===== src/rtl/pmp_csr_pkg.sv =====
package pmp_csr_pkg;

    typedef struct packed {
        logic       lock;
        logic [1:0] rsvd;
        logic [1:0] mode;
        logic       x;
        logic       w;
        logic       r;
    } pmp_cfg_t;

    localparam logic [1:0] MODE_OFF = 2'b00;
    localparam logic [1:0] MODE_TOR = 2'b01;

    localparam logic [7:0] CFG_PAGE = 8'h3A;

    typedef enum logic [1:0] {
        SEL_NONE = 2'd0,
        SEL_CFG  = 2'd1,
        SEL_ADDR = 2'd2
    } csr_sel_e;

endpackage


===== src/rtl/pmp_csr_decode.sv =====
module pmp_csr_decode
    import pmp_csr_pkg::*;
#(
    parameter int XLEN = 32
) (
    input  logic [11:0] csr_addr,
    input  logic        access,
    output csr_sel_e    sel,
    output logic [3:0]  cfg_reg,
    output logic [5:0]  entry_idx,
    output logic        illegal
);

    always_comb begin
        sel = SEL_NONE;
        if (csr_addr[11:4] == CFG_PAGE) begin
            if (!((XLEN == 64) && csr_addr[0])) begin
                sel = SEL_CFG;
            end
        end else if ((csr_addr[11:8] == 4'h3) &&
                     (csr_addr[7:4] >= 4'hB) && (csr_addr[7:4] <= 4'hE)) begin
            sel = SEL_ADDR;
        end
    end

    assign cfg_reg   = csr_addr[3:0];
    // pages B,C,D,E map to index bits 00,01,10,11
    assign entry_idx = {csr_addr[5:4] + 2'b01, csr_addr[3:0]};
    assign illegal   = access && (sel == SEL_NONE);

endmodule


===== src/rtl/pmp_cfg_lane.sv =====
module pmp_cfg_lane
    import pmp_csr_pkg::*;
(
    input  pmp_cfg_t   old_cfg,
    input  logic       wr_en,
    input  logic [7:0] wr_byte,
    output pmp_cfg_t   new_cfg
);

    pmp_cfg_t cand;

    always_comb begin
        cand = pmp_cfg_t'(wr_byte & 8'h9F);
        if (cand.w && !cand.r) begin
            cand.w = 1'b0;
        end
        new_cfg = (wr_en && !old_cfg.lock) ? cand : old_cfg;
    end

endmodule


===== src/rtl/pmp_addr_lane.sv =====
module pmp_addr_lane
    import pmp_csr_pkg::*;
#(
    parameter int XLEN     = 32,
    parameter int HAS_NEXT = 1
) (
    input  logic [XLEN-1:0] old_addr,
    input  logic            wr_en,
    input  logic [XLEN-1:0] wr_data,
    input  logic            own_lock,
    input  logic            next_lock,
    input  logic [1:0]      next_mode,
    output logic [XLEN-1:0] new_addr
);

    logic blocked;

    always_comb begin
        blocked = own_lock;
        if (HAS_NEXT != 0) begin
            blocked = blocked | (next_lock && (next_mode == MODE_TOR));
        end
        new_addr = (wr_en && !blocked) ? wr_data : old_addr;
    end

endmodule


===== src/rtl/pmp_csr_bank.sv =====
module pmp_csr_bank
    import pmp_csr_pkg::*;
#(
    parameter int XLEN        = 32,
    parameter int NUM_ENTRIES = 16
) (
    input  logic            clk,
    input  logic            rst_n,
    input  logic [11:0]     csr_addr,
    input  logic            csr_rd,
    input  logic            csr_wr,
    input  logic [XLEN-1:0] csr_wdata,
    output logic [XLEN-1:0] csr_rdata,
    output logic            csr_illegal
);

    localparam int BYTES_PER_REG = XLEN / 8;
    localparam int REG_STRIDE    = BYTES_PER_REG / 4;
    localparam int IDX_W         = 6;

    typedef struct packed {
        pmp_cfg_t [NUM_ENTRIES-1:0]            cfg;
        logic     [NUM_ENTRIES-1:0][XLEN-1:0]  addr;
    } bank_t;

    bank_t st_d, st_q;

    csr_sel_e             sel;
    logic [3:0]           cfg_reg;
    logic [IDX_W-1:0]     entry_idx;
    logic                 access;

    pmp_cfg_t [NUM_ENTRIES-1:0]           cfg_nx;
    logic     [NUM_ENTRIES-1:0][XLEN-1:0] addr_nx;

    logic [NUM_ENTRIES*8-1:0]    cfg_view;
    logic [NUM_ENTRIES*XLEN-1:0] addr_view;

    assign access = csr_rd | csr_wr;

    pmp_csr_decode #(.XLEN(XLEN)) u_dec (
        .csr_addr  (csr_addr),
        .access    (access),
        .sel       (sel),
        .cfg_reg   (cfg_reg),
        .entry_idx (entry_idx),
        .illegal   (csr_illegal)
    );

    for (genvar e = 0; e < NUM_ENTRIES; e++) begin : g_entry
        localparam int REG_OF  = (e / BYTES_PER_REG) * REG_STRIDE;
        localparam int BYTE_OF = e % BYTES_PER_REG;
        localparam int FOLLOW  = (e < NUM_ENTRIES - 1) ? 1 : 0;

        logic       cfg_we;
        logic       addr_we;
        logic       nxt_lock;
        logic [1:0] nxt_mode;

        assign cfg_we  = csr_wr && (sel == SEL_CFG)  && (cfg_reg == 4'(REG_OF));
        assign addr_we = csr_wr && (sel == SEL_ADDR) && (entry_idx == IDX_W'(e));

        if (FOLLOW != 0) begin : g_follow
            assign nxt_lock = st_q.cfg[e+1].lock;
            assign nxt_mode = st_q.cfg[e+1].mode;
        end else begin : g_last
            assign nxt_lock = 1'b0;
            assign nxt_mode = MODE_OFF;
        end

        pmp_cfg_lane u_cfg (
            .old_cfg (st_q.cfg[e]),
            .wr_en   (cfg_we),
            .wr_byte (csr_wdata[BYTE_OF*8 +: 8]),
            .new_cfg (cfg_nx[e])
        );

        pmp_addr_lane #(.XLEN(XLEN), .HAS_NEXT(FOLLOW)) u_addr (
            .old_addr  (st_q.addr[e]),
            .wr_en     (addr_we),
            .wr_data   (csr_wdata),
            .own_lock  (st_q.cfg[e].lock),
            .next_lock (nxt_lock),
            .next_mode (nxt_mode),
            .new_addr  (addr_nx[e])
        );
    end

    always_comb begin : p_next
        st_d = st_q;
        for (int e = 0; e < NUM_ENTRIES; e++) begin
            st_d.cfg[e]  = cfg_nx[e];
            st_d.addr[e] = addr_nx[e];
        end
    end

    always_ff @(posedge clk or negedge rst_n) begin : p_state
        if (!rst_n) begin
            st_q <= '0;
        end else begin
            st_q <= st_d;
        end
    end

    // readback is taken from the next state so a write shows its stored result
    always_comb begin : p_read
        csr_rdata = '0;
        if (access) begin
            case (sel)
                SEL_CFG: begin
                    for (int e = 0; e < NUM_ENTRIES; e++) begin
                        if (cfg_reg == 4'((e / BYTES_PER_REG) * REG_STRIDE)) begin
                            csr_rdata[(e % BYTES_PER_REG)*8 +: 8] = st_d.cfg[e];
                        end
                    end
                end
                SEL_ADDR: begin
                    for (int e = 0; e < NUM_ENTRIES; e++) begin
                        if (entry_idx == IDX_W'(e)) begin
                            csr_rdata = st_d.addr[e];
                        end
                    end
                end
                default: csr_rdata = '0;
            endcase
        end
    end

    assign cfg_view  = st_q.cfg;
    assign addr_view = st_q.addr;

endmodule


===== config.mk =====
export PLATFORM = sky130hd
export DESIGN_NAME = pmp_csr_bank
export DESIGN_NICKNAME = d
export VERILOG_FILES = /design/src/rtl/pmp_csr_pkg.sv /design/src/rtl/pmp_csr_decode.sv /design/src/rtl/pmp_cfg_lane.sv /design/src/rtl/pmp_addr_lane.sv /design/src/rtl/pmp_csr_bank.sv
export SDC_FILE = /design/constraint.sdc
export NUM_CORES = 1
export LEC_CHECK = 0
export ABC_AREA = 1
export BUFFER_PORTS_ARGS = -buffer_cell sky130_fd_sc_hd__buf_4
export CORE_UTILIZATION = 45
export CTS_CLUSTER_DIAMETER = 200
export DETAILED_ROUTE_END_ITERATION = 12
export REMOVE_ABC_BUFFERS = 1
export SLEW_MARGIN = 20
export SYNTH_ARGS = -nofsm -noshare
export SYNTH_HDL_FRONTEND = slang
export SYNTH_SLANG_ARGS = --single-unit

===== constraint.sdc =====
create_clock -name clk -period 4 [get_ports clk]
set_clock_uncertainty 0.15 [all_clocks]
set_input_delay 0.6 -clock clk [delete_from_list [all_inputs] [get_ports clk]]
set_output_delay 0.6 -clock clk [all_outputs]
set_load 0.01 [all_outputs]

==> results.json <==
{
  "grt_pass1_vias": 24768,
  "sw_frac_of_total_pct": 23.4,
  "switching_power_mw": 3.17,
  "grt_busiest_layer": "met2",
  "antenna_left": 0,
  "required_ps": 3250,
  "use_met1_pct": 41.3,
  "routed_via_density": 5.30,
  "clkPwrFrac_pct": 47.7,
  "synthCells": 3751,
  "synth_seq_cells": 640,
  "cp_cell_sequence": "inv_2 -> nor2_1 -> nand2_1 -> nand2_2 -> nor2_4 -> buf_12 -> nand2_8 -> buf_12 -> buf_8 -> nand2_4 -> o21ai_2 -> or2_1 -> o21ai_2 -> nand4_1 -> nor2_2 -> nand4_1 -> nand2_1 -> nand4_1 -> nand2_1 -> a21oi_2 -> buf_4",
  "die_w_um": 259,
  "area_growth_pct": 24.5,
  "p_leak_nw": 17.8,
  "max_slew_margin_pct": 43.7,
  "clkLatencyLatePin_ps": 620,
  "portBuffers": 80,
  "ios": 81,
  "grt_start_max_net_pins": 114,
  "reg2regPathDepth": 10,
  "ctsLongestPathBuffers": 3,
  "drt-pass1-iter-count": 6,
  "final_net_count": 4025,
  "drtIter0Drc": 2118,
  "initial_core_util_pct": 45.8,
  "worstHoldStart": "csr_wdata[19]",
  "seqPwrFrac_pct": 47.8,
  "fmax_mhz": 246,
  "vias": 25891,
  "min_path_type": "in -> reg",
  "ir_drop_v": 0.000325,
  "grt-ovfl-total": 0,
  "final_max_slew_viol_count": 0,
  "min_delay_path_depth": 2,
  "reg2reg_slack_ps": 1960,
  "cp_max_fo": 8,
  "use_met2_pct": 42.5,
  "worstHoldEndpoint": "addr_view[19]$_DFF_PN0_",
  "final_util_pct": 57.1,
  "die_y_um": 259,
  "wl_um": 92700,
  "cts-htree-levels": 3,
  "fillCellCount": 6026,
  "clk_pin_slew_worst_paths_ps": 60,
  "cts_made_buffers": 71,
  "post_drt_wl_per_cell_um": 19.0,
  "finalWeightedCongestion": 0.872,
  "crit_slowest_cell": "dfrtp_1",
  "power_density_mw_per_mm2": 366,
  "worst_slack_ps": -69.5,
  "dpl.cell_count": 4693,
  "grt_pass1_wl_um": 145000,
  "maxCapViolations": 0,
  "fin_cells": 4888,
  "grtUsageMet3_pct": 3.71,
  "status": "finished with violations",
  "synth_cell_types": 35,
  "finalCritPeriodShare_pct": 102,
  "cp_num_buf_inv": 5,
  "drc": 0,
  "cts_tree": "built",
  "worst_pin_slew_ps": 843,
  "cts-root-buf": "clkbuf_16",
  "syn_area_per_cell_um2": 7.94,
  "coreArea_mm2": 0.0649,
  "cp_data_arrival_time_ps": 3320,
  "dp_hpwl_um": 59900,
  "critPathMaxStageDelay_ps": 380,
  "r2r-start": "g_entry[0].nxt_mode[0]$_DFF_PN0_",
  "cp-start-kind": "register",
  "comb_power_share_pct": 4.5,
  "fp-row-count": 93,
  "synth_area_mm2": 0.0298,
  "antenna_found_initial": 0,
  "setup_violations": 11,
  "post-route-min-period_ps": 4070,
  "rsz0062_at_grt": "true",
  "final_hold_viol_count": 0,
  "cp_top_family": "simple AND/OR/NAND/NOR gates",
  "ys_warn_count": 0,
  "crit_type": "reg -> out",
  "drive_gt1_share_pct": 18.0,
  "finalPower_mw": 13.6,
  "tns_ps": -383,
  "die-area_mm2": 0.0672,
  "grt_use_total_pct": 27.6,
  "clock-sinks": 640,
  "internal-power_mw": 10.4,
  "rr_endpoint": "addr_view[0]$_DFF_PN0_",
  "cp-end-kind": "output port",
  "yosysSeqAreaShare_pct": 53.8,
  "violations": "negative setup slack"
}
[power groups by stage]
stage | sequential [mW] | combinational (mW) | clock [mW]
final | 6.48 | 0.617 | 6.47
after global routing | 6.47 | 0.672 | 6.83
after CTS | 6.48 | 0.605 | 6.56
after detailed placement | 6.60 | 0.591 | 0
after global placement | 6.59 | 0.593 | 0
after floorplan | 6.60 | 0.164 | 0
[per-stage QoR]
step / setup WS [ps] / hold WS [ps] / cell area (µm²)
after detailed placement: -308 / 292 / 33000
after floorplan: -2000 / 154 / 28800
final: -69.5 / 66.8 / 37100
after global routing: -246 / 76.3 / 37100
after global placement: -277 / 289 / 33000
after CTS: -81.8 / 45.2 / 36200
[logic make-up after synthesis]
logic type,share of synthesized area [%]
DFF,53.8
buffers and inverters,7.91
and+or+nand+nor,25.8
AOI/OAI and AO/OA,12.5
[state kept, by name, summed over array words and instances (netlist names)]
name and cells:
addr_view 512, cfg_view 83, g_entry.nxt_lock 15, g_entry.nxt_mode 30
[per-layer routing]
layer | part of all wire, % | vias up
met5 | 0 | -
met3 | 5.9 | 117
li1 | - | 12533
met1 | 47 | 12468
met2 | 45 | 773
met4 | 1.8 | 0
[final cells by class]
| type | count | area (µm²) | area share, % |
|---|---|---|---|
| inverter | 363 | 1370 | 3.68 |
| multi-input combinational | 2495 | 12100 | 32.7 |
| antenna | 1 | 2.50 | 0.00675 |
| timing repair buffer | 406 | 4170 | 11.3 |
| sequential | 640 | 16000 | 43.2 |
| tap | 855 | 1070 | 2.89 |
| clock buffer | 112 | 2130 | 5.75 |
| clock inverter | 16 | 170 | 0.459 |
[worst max path at each step]
stage	to	from	cells past startpoint	slack, ps
finish	csr_rdata[25]	g_entry[3].nxt_lock$_DFF_PN0_	21	-70
global route	csr_rdata[25]	g_entry[3].nxt_lock$_DFF_PN0_	21	-250
CTS	csr_rdata[25]	g_entry[3].nxt_lock$_DFF_PN0_	20	-80
detailed placement	csr_rdata[25]	csr_addr[2]	22	-310
global placement	csr_rdata[25]	csr_addr[2]	22	-280
floorplan	csr_rdata[19]	csr_addr[5]	17	-2000
[what timing repair did]
item / CTS / global route
hold buffers: 1 / 0
endpoints found under the setup margin: 32 / 32
buffers inserted: 36 / 21
endpoints found under the hold margin: 65 / 0
gates cloned: 9 / 8
pin swaps: 55 / 107
resized for setup: 127 / 145
[Yosys cell counts, drive strengths merged]
| master | instances | share of area [%] |
|---|---|---|
| clkinv | 4 | 0.050 |
| o211ai | 39 | 0.98 |
| o21bai | 1 | 0.025 |
| nor3 | 12 | 0.29 |
| o21ai | 574 | 9.7 |
| buf | 31 | 0.53 |
| nand3b | 1 | 0.025 |
| a21oi | 57 | 0.96 |
| and2 | 86 | 1.8 |
| o21a | 18 | 0.45 |
| nand3 | 209 | 3.5 |
| dfrtp | 640 | 54 |
| nor2 | 126 | 1.6 |
| nand4 | 117 | 2.5 |
| nor4 | 1 | 0.071 |
| o221ai | 8 | 0.24 |
| or2 | 36 | 0.76 |
| o22ai | 9 | 0.19 |
| inv | 359 | 4.5 |
| nand2 | 1201 | 15 |
| clkbuf | 222 | 2.8 |
[placed cells by master, fill, tap and decap left out, drive strengths merged, types with 2 or more instances in the layout]
cell and instances:
nand2 1201, dfrtp 640, o21ai 574, buf 395, inv 363, nand3 209
nor2 126, clkbuf 120, nand4 117, and2 86, a21oi 57, o211ai 39
or2 36, o21a 18, clkinv 14, nor3 12, o22ai 9, o221ai 8
bufbuf 2
Power figures use the tool's default switching activity.
